==> config.mk <==
export PLATFORM = sky130hd
export DESIGN_NAME = tstamp_gate_ctr
export DESIGN_NICKNAME = d
export VERILOG_FILES = /design/src/rtl/tsg_pkg.sv /design/src/rtl/tsg_divider.sv /design/src/rtl/tsg_ext_edge.sv /design/src/rtl/tsg_counter.sv /design/src/rtl/tsg_slice_rd.sv /design/src/rtl/tstamp_gate_ctr.sv
export SDC_FILE = /design/constraint.sdc
export NUM_CORES = 1
export LEC_CHECK = 0
export BUFFER_PORTS_ARGS = -buffer_cell sky130_fd_sc_hd__clkbuf_2
export CAP_MARGIN = 40
export CORE_UTILIZATION = 40
export CTS_BUF_LIST = sky130_fd_sc_hd__clkbuf_8
export CTS_CLUSTER_DIAMETER = 150
export DETAILED_ROUTE_END_ITERATION = 8
export SLEW_MARGIN = 15
export SYNTH_ARGS = -nofsm -noshare
export SYNTH_HDL_FRONTEND = slang
export SYNTH_HIERARCHICAL = 1
export SYNTH_SLANG_ARGS = --single-unit
==> constraint.sdc <==
create_clock -name clk -period 4.3 [get_ports clk]
set_clock_uncertainty 0.2 [all_clocks]
set_input_delay 0.215 -clock clk [delete_from_list [all_inputs] [get_ports clk]]
set_output_delay 0.215 -clock clk [all_outputs]
set_load 0.03 [all_outputs]
==> src/rtl/tsg_pkg.sv <==
package tsg_pkg;
   typedef enum logic {
      TSG_SRC_INT = 1'b0,
      TSG_SRC_EXT = 1'b1
   } tsg_src_e;

   function automatic int tsg_num_slices(input int cnt_w, input int slice_w);
      return cnt_w / slice_w;
   endfunction
endpackage

==> src/rtl/tsg_divider.sv <==
module tsg_divider #(
   parameter int DIV = 4
) (
   input  logic clk,
   input  logic rst_n,
   input  logic run_en,
   output logic tick
);
   localparam int PH_W = (DIV > 2) ? $clog2(DIV) : 1;
   localparam logic [PH_W-1:0] PH_LAST = PH_W'(DIV - 1);

   if (DIV < 2) begin : g_bad_div
      $error("tsg_divider: DIV must be at least 2");
   end

   logic [PH_W-1:0] phase_q;

   always_ff @(posedge clk) begin
      if (!rst_n || !run_en) begin
         phase_q <= '0;
      end else if (phase_q == PH_LAST) begin
         phase_q <= '0;
      end else begin
         phase_q <= phase_q + PH_W'(1);
      end
   end

   assign tick = run_en && (phase_q == PH_LAST);
endmodule

==> src/rtl/tsg_ext_edge.sv <==
module tsg_ext_edge #(
   parameter int SYNC_STAGES = 2
) (
   input  logic clk,
   input  logic rst_n,
   input  logic ext_in,
   output logic pulse
);
   if (SYNC_STAGES < 2) begin : g_bad_sync
      $error("tsg_ext_edge: SYNC_STAGES must be at least 2");
   end

   logic [SYNC_STAGES-1:0] sync_q;
   logic                   prev_q;

   for (genvar i = 0; i < SYNC_STAGES; i++) begin : g_stage
      always_ff @(posedge clk) begin
         if (!rst_n) begin
            sync_q[i] <= 1'b0;
         end else if (i == 0) begin
            sync_q[i] <= ext_in;
         end else begin
            sync_q[i] <= sync_q[(i == 0) ? 0 : i-1];
         end
      end
   end

   always_ff @(posedge clk) begin
      if (!rst_n) prev_q <= 1'b0;
      else        prev_q <= sync_q[SYNC_STAGES-1];
   end

   assign pulse = sync_q[SYNC_STAGES-1] && !prev_q;
endmodule

==> src/rtl/tsg_counter.sv <==
module tsg_counter #(
   parameter int CNT_W = 64
) (
   input  logic             clk,
   input  logic             rst_n,
   input  logic             run_en,
   input  logic             clear_req,
   input  logic             step,
   output logic [CNT_W-1:0] cnt,
   output logic             tick_out
);
   if (CNT_W < 2) begin : g_bad_cnt
      $error("tsg_counter: CNT_W must be at least 2");
   end

   logic [CNT_W-1:0] cnt_q;
   logic             tick_q;

   always_ff @(posedge clk) begin
      if (!rst_n) begin
         cnt_q  <= '0;
         tick_q <= 1'b0;
      end else begin
         tick_q <= step;
         if (!run_en && clear_req) begin
            cnt_q <= '0;
         end else if (step) begin
            cnt_q <= cnt_q + CNT_W'(1);
         end
      end
   end

   assign cnt      = cnt_q;
   assign tick_out = tick_q;
endmodule

==> src/rtl/tsg_slice_rd.sv <==
module tsg_slice_rd #(
   parameter int CNT_W   = 64,
   parameter int SLICE_W = 16,
   parameter int BUS_W   = 24,
   parameter int SEL_W   = 3
) (
   input  logic [CNT_W-1:0] cnt,
   input  logic [SEL_W-1:0] rd_sel,
   output logic [BUS_W-1:0] rd_data
);
   localparam int N_SL = tsg_pkg::tsg_num_slices(CNT_W, SLICE_W);

   if (CNT_W % SLICE_W != 0) begin : g_bad_split
      $error("tsg_slice_rd: CNT_W must be a multiple of SLICE_W");
   end
   if (SLICE_W > BUS_W) begin : g_bad_bus
      $error("tsg_slice_rd: SLICE_W must not exceed BUS_W");
   end

   logic [N_SL-1:0][SLICE_W-1:0] slices;
   assign slices = cnt;

   always_comb begin
      rd_data = '0;
      for (int k = 0; k < N_SL; k++) begin
         if (rd_sel == SEL_W'(k + 1)) begin
            rd_data = BUS_W'(slices[k]);
         end
      end
   end
endmodule

==> src/rtl/tstamp_gate_ctr.sv <==
module tstamp_gate_ctr #(
   parameter int CNT_W       = 64,
   parameter int SLICE_W     = 16,
   parameter int BUS_W       = 24,
   parameter int DIV         = 4,
   parameter int SYNC_STAGES = 2,
   localparam int N_SL       = CNT_W / SLICE_W,
   localparam int SEL_W      = $clog2(N_SL + 1)
) (
   input  logic             clk,
   input  logic             rst_n,
   input  logic             run_en,
   input  logic             src_ext_sel,
   input  logic             ext_tick_in,
   input  logic             clear_req,
   input  logic [SEL_W-1:0] rd_sel,
   output logic [BUS_W-1:0] rd_data,
   output logic             tick_out
);
   import tsg_pkg::*;

   logic             int_tick;
   logic             ext_pulse;
   logic             step;
   logic [CNT_W-1:0] cnt_q;
   tsg_src_e         src;

   assign src = tsg_src_e'(src_ext_sel);

   tsg_divider #(.DIV(DIV)) u_div (
      .clk   (clk),
      .rst_n (rst_n),
      .run_en(run_en),
      .tick  (int_tick)
   );

   tsg_ext_edge #(.SYNC_STAGES(SYNC_STAGES)) u_ext (
      .clk   (clk),
      .rst_n (rst_n),
      .ext_in(ext_tick_in),
      .pulse (ext_pulse)
   );

   always_comb begin
      unique case (src)
         TSG_SRC_EXT: step = run_en && ext_pulse;
         default:     step = run_en && int_tick;
      endcase
   end

   tsg_counter #(.CNT_W(CNT_W)) u_cnt (
      .clk      (clk),
      .rst_n    (rst_n),
      .run_en   (run_en),
      .clear_req(clear_req),
      .step     (step),
      .cnt      (cnt_q),
      .tick_out (tick_out)
   );

   tsg_slice_rd #(
      .CNT_W  (CNT_W),
      .SLICE_W(SLICE_W),
      .BUS_W  (BUS_W),
      .SEL_W  (SEL_W)
   ) u_rd (
      .cnt    (cnt_q),
      .rd_sel (rd_sel),
      .rd_data(rd_data)
   );
endmodule

Word-level counts from Yosys, hierarchy flattened
Cells that the tools add are included.
W data, S select, Z words.
{ "totals": {"in_bits": 9, "ff_bits": 70, "wordCells": 30, "out_inout_bits": 25} }
{ "classes": {"n_addsub": 2, "n_reduce_logical": 11, "n_eq_ne": 5, "n_mux": 5, "bitwise": 1} }
{ "ops": {"columns": ["operator", "n"], "rows": [
  ["$add A64 B1 Y64 const B", 1],
  ["$mux W16", 4],
  ["$eq A3 B2 Y1 const B", 2],
  ["$logic_and A1 B1 Y1", 5],
  ["$reduce_or A2 Y1", 2],
  ["$eq A3 B1 Y1 const B", 1],
  ["$eq A3 B3 Y1 const B", 1],
  ["$logic_not A1 Y1", 3],
  ["$add A2 B1 Y2 const B", 1],
  ["$eq A2 B2 Y1 const B", 1],
  ["$logic_or A1 B1 Y1", 1],
  ["$mux W1", 1],
  ["$not A1 Y1", 1]
]} }

Logic depth before layout (Yosys ltp)
Gate-level depths: netlist of the first run.
{ "logic_depth": {"depth_word": 5, "mapped_depth": 11, "mapped_depth_nobuf": 9} }

Hierarchy
The synthesis of the first run kept the hierarchy.
{ "by_module_without_submodules": {"columns": ["mod", "n_inst", "area_per_inst_um2", "cells_each", "seq_area_each_um2"], "rows": [
  ["tsg_counter", 1, 3103.0, 379, 1301.2],
  ["tsg_slice_rd", 1, 765.7, 86, 0.0],
  ["tsg_ext_edge", 1, 92.6, 7, 60.1],
  ["tsg_divider", 1, 83.8, 6, 40.0],
  ["tstamp_gate_ctr", 1, 16.3, 2, 0.0]
]} }

Worst setup path after synthesis of the first run
OpenSTA, ideal clock, no wires.
{ "synth_path": {"path_kind": "register -> register", "from": "register u_div.phase_q[0]", "to": "register u_cnt.cnt_q[50], in the netlist u_cnt/cnt[50]", "period_less_slack_ns": 2.693, "path_stages_with_launch": 12, "setup_time_ns": 0.071, "n_path_buf": 2, "t_arrival_ns": 2.423, "required_ns": 4.029, "path_slack_ns": 1.607, "path_cell_list": "dfxtp_1 > ha_1 > and2_2 > mux2i_1 > nor2b_1 > clkbuf_1 > nand4_1 > nor4_1 > nand4_1 > clkbuf_1 > or3_1 > a21oi_1"} }
{ "synth_via": {"elab_chain_len": 4} }
{ "synth_rtl": {"columns": ["element", "line_no", "rtl"], "rows": [
  ["start: declaration", "tsg_divider.sv:16", "logic [PH_W-1:0] phase_q;"],
  ["start signal: assignment", "tsg_divider.sv:24", "phase_q <= phase_q + PH_W'(1);"],
  ["$eq A2 B2 Y1", "tsg_divider.sv:28", "assign tick = run_en && (phase_q == PH_LAST);"],
  ["$logic_and A1 B1 Y1", "tsg_divider.sv:28", null],
  ["net int_tick", "tstamp_gate_ctr.sv:22", "logic int_tick;"],
  ["$logic_and A1 B1 Y1", "tstamp_gate_ctr.sv:47", "default: step = run_en && int_tick;"],
  ["$mux W1", "tstamp_gate_ctr.sv:45", "unique case (src)"],
  ["net step", "tstamp_gate_ctr.sv:24", "logic step;"],
  ["end signal: assignment", "tsg_counter.sv:28", "cnt_q <= cnt_q + CNT_W'(1);"],
  ["end: declaration", "tsg_counter.sv:16", "logic [CNT_W-1:0] cnt_q;"]
]} }
The timed path passes the listed nets, and every way through them passes these cells.
A chain may end at the register's enable or synchronous reset.

Worst setup path after layout of the first run
{ "layout_path": {"from": "register u_div.phase_q[0]", "to": "register u_cnt.cnt_q[56], in the netlist u_cnt/cnt[56]"} }
The elaborated chain is that of the path after synthesis.

==> results of run 1 <==
final cells by class:
cell class,count,area [um^2]
inverters,6,22.5
well taps,133,166
clock buffers,10,138
fillers,1028,5370
clock inverters,4,17.5
flip-flops and latches,70,1400
repair buffers,36,226
multi-input cells,380,2480
layer usage:
| metal | vias to the layer above | part of all wire (%) | GRT usage, % |
|---|---|---|---|
| met3 | 15 | 5.0 | 3.86 |
| met4 | 0 | 1.4 | 8.23 |
| met2 | 126 | 45 | 35.4 |
| met5 | - | 0 | 0 |
| met1 | 1816 | 49 | 32.8 |
| li1 | 1804 | - | - |
stage by stage:
stage	std cells	total power (uW)	worst slack (ns)	instance area, um^2
final	639	1170	1.09	4450
after global routing	639	1220	0.690	4450
after CTS	639	1180	1.08	4450
after detailed placement	622	731	1.12	4270
after global placement	620	727	1.24	4240
after floorplan	487	722	1.61	4090
cells in the final DEF, fill, tap and decap left out, types with 9 or more instances in the layout:
master and count:
dfxtp_1 70, nand2_1 45, nor2_1 43, nand3_1 28, a21oi_1 26, clkbuf_2 25, or3_1 23, nand4_1 22
xnor2_1 21, o21ai_0 20, mux2i_1 18, xor2_1 15, nand4bb_1 14, nor4_1 13, nor3_1 11, clkbuf_8 10
or4_1 10, o221ai_2 10, and3_1 9
final timing paths:
path | depth (start not counted) | start | slack [ns] | to
min | 2 | run_en | 0.06 | u_div/phase_q[0]
min reg2reg | 1 | u_ext/sync_q[0] | 0.24 | u_ext/sync_q[1]
max | 9 | u_div/phase_q[0] | 1.09 | u_cnt/cnt[56]
max reg2reg | 9 | u_div/phase_q[0] | 1.09 | u_cnt/cnt[56]
power by group through the flow:
stage	clock (uW)	combinational, uW	sequential [uW]
finish	454	67.8	651
detailed placement	0	64.8	666
global placement	0	61.2	666
CTS	463	67.0	651
floorplan	0	55.6	666
global route	498	72.3	651
state kept, by name, indices dropped and copies added (netlist names):
name            cells
u_cnt/cnt          64
u_cnt/tick_out      1
u_div/phase_q       2
u_ext/prev_q        1
u_ext/sync_q        2
worst max-delay path: cells and delay by family, from the launching register on:
kind,cells,cell delay [ns]
adder cells (fa/ha/maj),1,0.18
AO/OA/AOI/OAI,1,0.15
multiplexers,1,0.06
flip-flops,1,0.34
AND/OR/NAND/NOR,6,2.22
Yosys cell counts, drive strengths merged (3+ instances only):
cell / n / area (um^2)
o221ai: 16 / 203
o21ai: 21 / 105
dfxtp: 70 / 1400
and4: 3 / 28.8
nand3: 28 / 140
xnor2: 21 / 184
mux2i: 18 / 180
and2: 6 / 38.8
o31ai: 6 / 45.0
nand4: 24 / 163
and3: 9 / 56.3
nor4: 15 / 106
nand4bb: 14 / 158
or2: 4 / 25.0
a21oi: 26 / 130
inv: 6 / 22.5
or3: 23 / 144
buf: 17 / 140
nor2: 43 / 161
xor2: 15 / 131
nand2: 45 / 169
clkbuf: 14 / 53.8
nor3: 11 / 55.1
or4: 11 / 86.3
logic make-up (layout without fill, tap and decap cells):
group	count (synthesis)	in the layout	share of synthesized area [%]
compound gates	71	71	12.3
xor+xnor	36	36	7.76
fa+ha+maj	2	2	0.616
buf+inv	37	56	5.33
flops	70	70	34.5
mux	18	18	4.44
other cells	1	8	0.0923
simple gates	245	245	34.9
what timing repair did:
item	CTS	global route
hold endpoints to repair	4	0
endpoints found under the setup margin	0	0
setup buffers	0	0
hold buffers	3	0
==> results.md, run 1 <==
Layout:
- The number of diodes is 0.
- The utilization after layout is 45.3%.
- The share of final-layout standard cells stronger than drive strength 1 is 13.8%.
- The post-synthesis to final-layout area growth is 9.64%.
- The net count of the finished layout is 514.

Run:
- The number of violations of the max-capacitance limit is 0.

Timing:
- The number of pins with negative max-slew slack in the final report is 0.
- The setup total negative slack is 0 ns.
- Hold timing on the final database bottoms out at a slack of 0.0611 ns.
- Setup repair after global routing left no endpoint under its margin.
- The worst path needs 3.21 ns of the cycle, external delays included.
- The final period utilization is 74.6%.
- The slew at the pin closest to its max-slew limit is 0.890 ns.
- The headroom to the max-slew limit is 40.2%.
- Setup violations remaining at the end of the flow were counted as 0.
- Derived from the worst setup path, the maximum achievable clock frequency is 312 MHz.
- The final number of hold-violating endpoints is 0.

Placed design:
- The placer congestion estimate is 0.882.
- The number of buffers added on ports is 25.
- The HPWL after detailed placement is 8.22 mm.

GRT:
- The total overflow left after global routing is 0.
- The via count of the first global-routing pass is 3506.
- The global routing usage summed across all routing layers is 23.2%.
- The number of antenna violations at the first check in global routing is 0.
- Entering global routing, the biggest net connects 34 pins.
- The first global-routing pass estimated 18.5 mm of wire.

Worst hold path:
- The worst hold path class is input pin to flop.

Pwr:
- The clock network fraction of total power is 38.7%.
- The power spent charging and discharging nets is 290 uW.
- Combinational logic is responsible for 5.8% of the overall power.
- The internal power of the cells totals 883 uW.
- The ratio of total power to cell area is 263 nW/um^2.
- Sequential cells account for 55.5% of the total power.
- Across the VDD grid, the largest voltage drop is 149 uV.
- The switching share of power is 24.7%.
- The leakage power of the design is 0.00136 uW.

Synth:
- The number of flops mapped to enable cells by yosys is 0.
- The cell count after synthesis is 480.
- Dividing the synthesized area by the synthesized cell count gives 8.46 um^2.
- The share of the yosys chip area belonging to registers is 34.5%.
- In this run the cell area of the synthesized design comes to 4060 um^2.
- The count of yosys warnings during synthesis is 6.
- Counting flops and latches in the post-synthesis netlist gives 70.
- The share of flip-flops with an asynchronous set or reset is 0%.
- The most used flip-flop cell after synthesis is dfxtp_1.
- Yosys mapped the design onto 47 distinct sky130hd cell types.

Worst setup path:
- Among the stages of the critical path, the cell type that occurs most often is nand4_1.
- The required time at the endpoint of the critical path is 4.38 ns.
- The worst setup path is of the flop to flop kind.
- STA classifies the critical path endpoint as a flop.
- The worst setup path is launched from a flop.
- The critical path goes through ha_1 -> and2_2 -> mux2i_1 -> nor2b_1 -> nand4_1 -> nor4_1 -> nand4_1 -> or3_1 -> a21oi_1.
- The peak per-stage delay on the critical path is 0.58 ns.
- The arrival time of the worst setup path is 3.29 ns.
- The maximum fanout along the worst path is 18.
- For this design, the slowest cell found on the critical path is nand4_1.

Clock tree:
- After clock tree synthesis, the clock-pin slew on the worst setup and hold paths is 0.07 ns.
- The count of H-tree levels built during CTS is 3.
- The clock reaches the later pin of the worst-skew pair after 0.35 ns.
- The deepest clock path buffer count is 2.
- The clock tree root driver cell is clkbuf_8.
- The post-cts sizing count is 0.
- TritonCTS built the clock tree.
- TritonCTS created 9 clock buffers.
- The clock sink count is 70.

Die:
- The number of top-level design ports is 34.
- The height of the die is 103 um.
- The die covers 10600 um^2.
- The horizontal extent of the die is 103 um.
- The core footprint is 9820 um^2.
- The initial standard-cell utilization of the core is 41.4%.
- The row count is 36.

Detailed routing:
- In the final routed layout, each cell accounts on average for 17.7 um.
- The count of nets left with antenna violations once routing finished came out at 0.
- The detailed-route wire length is 11.3 mm.
- The starting DRC count in detailed routing is 357.
- The total number of vias is 3761.
- Using the TritonRoute via totals, the vias-per-cell ratio works out to 5.89.
- The total iterations of the first detailed-routing run is 5.
- In the routed design, unresolved DRC markers number 0.

Run status:
- The flow ran to the end, and the final reports show no timing, DRC or antenna violations.
Note: power is estimated with default switching activity, not from simulation.
==> run 2: changes to the inputs <==
--- a/config.mk
+++ b/config.mk
@@ -5,6 +5,7 @@
 export SDC_FILE = /design/constraint.sdc
 export NUM_CORES = 1
 export LEC_CHECK = 0
+export ABC_AREA = 1
 export BUFFER_PORTS_ARGS = -buffer_cell sky130_fd_sc_hd__clkbuf_2
 export CAP_MARGIN = 40
 export CORE_UTILIZATION = 40
==> constraint.sdc (replaced) <==
create_clock -name clk -period 2.6 [get_ports clk]
set_clock_uncertainty 0.2 [all_clocks]
set_input_delay 0.13 -clock clk [delete_from_list [all_inputs] [get_ports clk]]
set_output_delay 0.13 -clock clk [all_outputs]
set_load 0.03 [all_outputs]
==> run 2 against run 1 <==
Compared with the run above:
- final area up 21%
- fmax is 40% higher
- final cell count grew 55%
- global-route usage up 3.7 points
- synthesized cell count increased by 65%
- routed wire length rose by 46%
- sequential power is 66% higher
- first-iteration DRC count is 54% higher
- register-to-register slack got worse by 0.79 ns
- largest cell class unchanged
- largest power group unchanged
==> results.md, run 2 <==
Run status:
- The flow ran to the end, and the final reports show no timing, DRC or antenna violations.

Die:
- For this design the top-level I/O count stands at 34.
- Once the floorplan was initialized, standard cells occupied 41.1% of the core.
- Measured along the x axis, the die boundary spans 113 um.
- The core footprint is 12100 um^2.
- The die is 113 um tall.
- The row count is 40.
- The floorplan step defined a die boundary enclosing 12900 um^2.

Layout:
- The number of diodes is 0.
- The utilization after layout is 44.7%.
- Leaving out fill and tap cells, the most frequent cell in the layout is nand2_1.
- Cells with a size suffix above 1 make up 13.8% of the layout.
- The design area is 5390 um^2.
- The flip-flop count of the largest register after layout is 64.
- After filler insertion, the fill cell instance count of the layout stands at 1281.
- In the layout the commonest cells are nand2_1 (185), nor2_1 (157), nand4_1 (77), inv_1 (73), dfxtp_1 (70).
- Compared with the post-synthesis result, the final layout area differs by 8.68%.
- At the end of the flow, the number of nets in the layout was 826.

Detailed routing:
- The wire length on met2 is 7.34 mm.
- The residual antenna-violating net count after detailed routing is 0.
- The detailed-route wire length per cell is 16.6 um.
- Dividing the detail-routed via count by the number of cells gives 5.40.
- The first detailed-routing pass ran for 5 iterations.
- The wire length on met1 is 7.11 mm.
- The starting DRC count in detailed routing is 551.
- The routed design has 16.4 mm of wire.
- The highest routing layer actually used is met4.
- Across all layers, the routed design uses 5340 vias.
- Detailed routing placed a total of 1.20 mm of wire on met3.
- In the routed design, unresolved DRC markers number 0.

Placed design:
- After detailed placement, the total cell area comes to 5160 um^2.
- Summed over all nets, the half-perimeter wirelength after detailed placement is 12.7 mm.
- The placer congestion estimate is 0.915.
- The number of buffers added on ports is 25.

Clock tree:
- Clock-pin slew was measured on the worst setup and hold paths at 0.08 ns.
- In this run, CTS created clock tree buffers numbering 9.
- Buffers added to address setup during post-CTS repair amount to 0.
- In this run the clock root is driven by a clkbuf_8.
- Counting along the longest clock path gives a buffer depth of 2.
- The count of H-tree levels built during CTS is 3.
- The later pin in the worst-skew pair is clocked with a latency of 0.38 ns.
- The CTS tree is done.
- The tree built by TritonCTS fans out to 70 sinks.

Worst setup path:
- The kind of critical path is flop to flop.
- The slowest stage of the critical path is the dfxtp_1 cell.
- The worst setup path is captured at a flop.
- The required time at the endpoint of the critical path is 2.71 ns.
- Grouping stages by cell kind, the critical path spends the most delay in simple AND/OR/NAND/NOR gates.
- Walking the worst path, the cells encountered are ha_1 -> nand2_1 -> inv_1 -> nor2_1 -> nor2_4 -> inv_2 -> nor2_2 -> nand3b_1 -> nor2_1 -> nand3_1 -> nand2_1 -> nand2_1 -> nor2_1.
- On the worst path, the slowest cell contributes a delay of 0.34 ns.
- The arrival time of the worst setup path is 2.41 ns.
- The worst setup path is launched from a flop.
- The sum of buffers and inverters on the critical path is 2.
- The maximum fanout along the worst path is 10.

Timing:
- The count of final setup violators is 0.
- The final number of hold-violating endpoints was 0.
- The worst path uses 88.5% of the clock period.
- The minimum clock period after layout is 2.30 ns.
- Setup repair after global routing left no endpoint under its margin.
- The setup total negative slack is 0 ns.
- The number of pins with negative max-slew slack in the final report was 0.
- For the pin with the worst max-slew slack, the measured transition is 0.577 ns.
- In this run the tightest slew margin relative to its limit is 61.5%.
- For this run, the top clock speed supported by timing is 435 MHz.

Synth:
- The commonest cells after synthesis are nand2_1 (185), nor2_1 (157), nand4_1 (77).
- The share of the Yosys chip area taken by registers is 28.2%.
- The top cell type by total area after synthesis is dfxtp_1.
- Sorting the synthesized cells by area gives the leading types as dfxtp_1 (28%), nand2_1 (14%), nor2_1 (12%).
- The most numerous cell in the Yosys netlist is nand2_1.
- The count of yosys warnings during synthesis is 6.
- Counting flops with a built-in enable in the synthesized netlist gives 0.
- Summed over its instances, the top area cell type makes up 28.2% of the synthesized netlist area.
- In the synthesized netlist the dominant register cell turns out to be dfxtp_1.
- The cell area that synthesis handed to floorplanning was 4960 um^2.
- The total of flip-flops plus latches after synthesis is 70.
- Synthesis produced 793 cells.
- Yosys mapped the design onto 34 distinct sky130hd cell types.
- The average cell area after synthesis is 6.26 um^2.
- The share of flip-flops with an asynchronous set or reset is 0%.

GRT:
- The via count of the first global-routing pass came to 5103.
- Global routing used 26.9% of the available tracks.
- The maximum number of pins on one net before global-route repair is 42.
- The number of antenna violations at the first check in global routing is 0.
- The first-pass GRT wire length is 26.3 mm.
- The overflow left after global routing is 0.

Pwr:
- The internal power of the cells totals 1480 uW.
- The fraction of power consumed by sequential logic is 52.6%.
- The switching share of power is 27.9%.
- The ratio of total power to cell area is 380 nW/um^2.
- The clock network fraction of total power is 40.0%.
- Per report_power, the combinational group accounts for 7.4% of the total.
- For this design the static power due to leakage is 0.00190 uW.
- VDD sags by at most 195 uV.
- In this run the power spent charging and discharging nets is 571 uW.

Worst hold path:
- The worst hold path class is input pin to flop.

Run:
- The number of violations of the max-capacitance limit is 0.
run 2: cell count changes in the layout (fill, tap and decap cells not counted), sizes merged, moves of 18 or more:
| cell | change |
|---|---|
| inv | +73 |
| mux2i | -18 |
| nand2 | +157 |
| nand3 | +30 |
| nand4 | +53 |
| nor2 | +150 |
| or3 | -23 |
| xnor2 | -20 |
run 2: timing repair:
action	CTS	global route
endpoints found under the setup margin	0	4
resized for setup	0	1
endpoints found under the hold margin	6	0
hold buffers	5	0
run 2: final cells by class:
cell class	instances	area [um^2]	area share [%]
Multi-Input combinational cell	615	3050	56.6
Sequential cell	70	1400	26.0
Inverter	81	304	5.64
Timing Repair Buffer	38	248	4.60
Tap cell	168	210	3.90
Clock buffer	10	138	2.55
Clock inverter	6	37.5	0.696
run 2: metal layers:
| layer | track usage (%) | up-vias |
|---|---|---|
| li1 | - | 2605 |
| met1 | 34.6 | 2447 |
| met2 | 42.8 | 240 |
| met3 | 3.75 | 48 |
| met4 | 16.1 | 0 |
| met5 | 0 | - |
run 2: cells by family (layout without fill, tap and decap cells):
family                   count (synthesis)  count (layout)  share of synthesized area, %
AND/OR/NAND/NOR                        543             543                          52.8
buffers and inverters                  115             135                          10.8
flip-flops                              70              70                          28.2
AO/OA/AOI/OAI                           52              52                          5.75
XOR/XNOR                                10              10                          1.77
adder cells (fa/ha/maj)                  2               2                         0.504
other                                    1               8                        0.0756
run 2: power groups by stage:
stage | logic [uW] | registers (uW) | clock network [uW]
3_3_place_gp | 139 | 1100 | 0
4_1_cts | 147 | 1080 | 834
6_report | 152 | 1080 | 819
3_5_place_dp | 141 | 1100 | 0
2_1_floorplan | 123 | 1100 | 0
5_1_grt | 164 | 1080 | 879
run 2: stage by stage:
stage	total power, uW	worst slack, ns	hold slack (ns)	std cells
5_1_grt	2120	0.0394	0.0219	988
3_5_place_dp	1250	0.212	0.118	967
2_1_floorplan	1230	0.761	0.0235	800
6_report	2050	0.299	0.00633	988
4_1_cts	2060	0.172	0.0000842	988
3_3_place_gp	1240	0.290	0.119	967
run 2: worst paths after layout:
check | from | endpoint | slack (ns) | cells past startpoint
min | src_ext_sel | u_cnt/tick_out | 0.006 | 6
min reg2reg | u_ext/sync_q[0] | u_ext/sync_q[1] | 0.21 | 2
max reg2reg | u_div/phase_q[0] | u_cnt/cnt[48] | 0.30 | 13
max | u_div/phase_q[0] | u_cnt/cnt[48] | 0.30 | 13
run 2: worst register-to-register path, delay by kind of cell (launching register included):
family | cells | cell delay, ns
AND/OR/NAND/NOR | 10 | 1.33
flip-flops | 1 | 0.34
buffers and inverters | 2 | 0.21
adder cells (fa/ha/maj) | 1 | 0.17
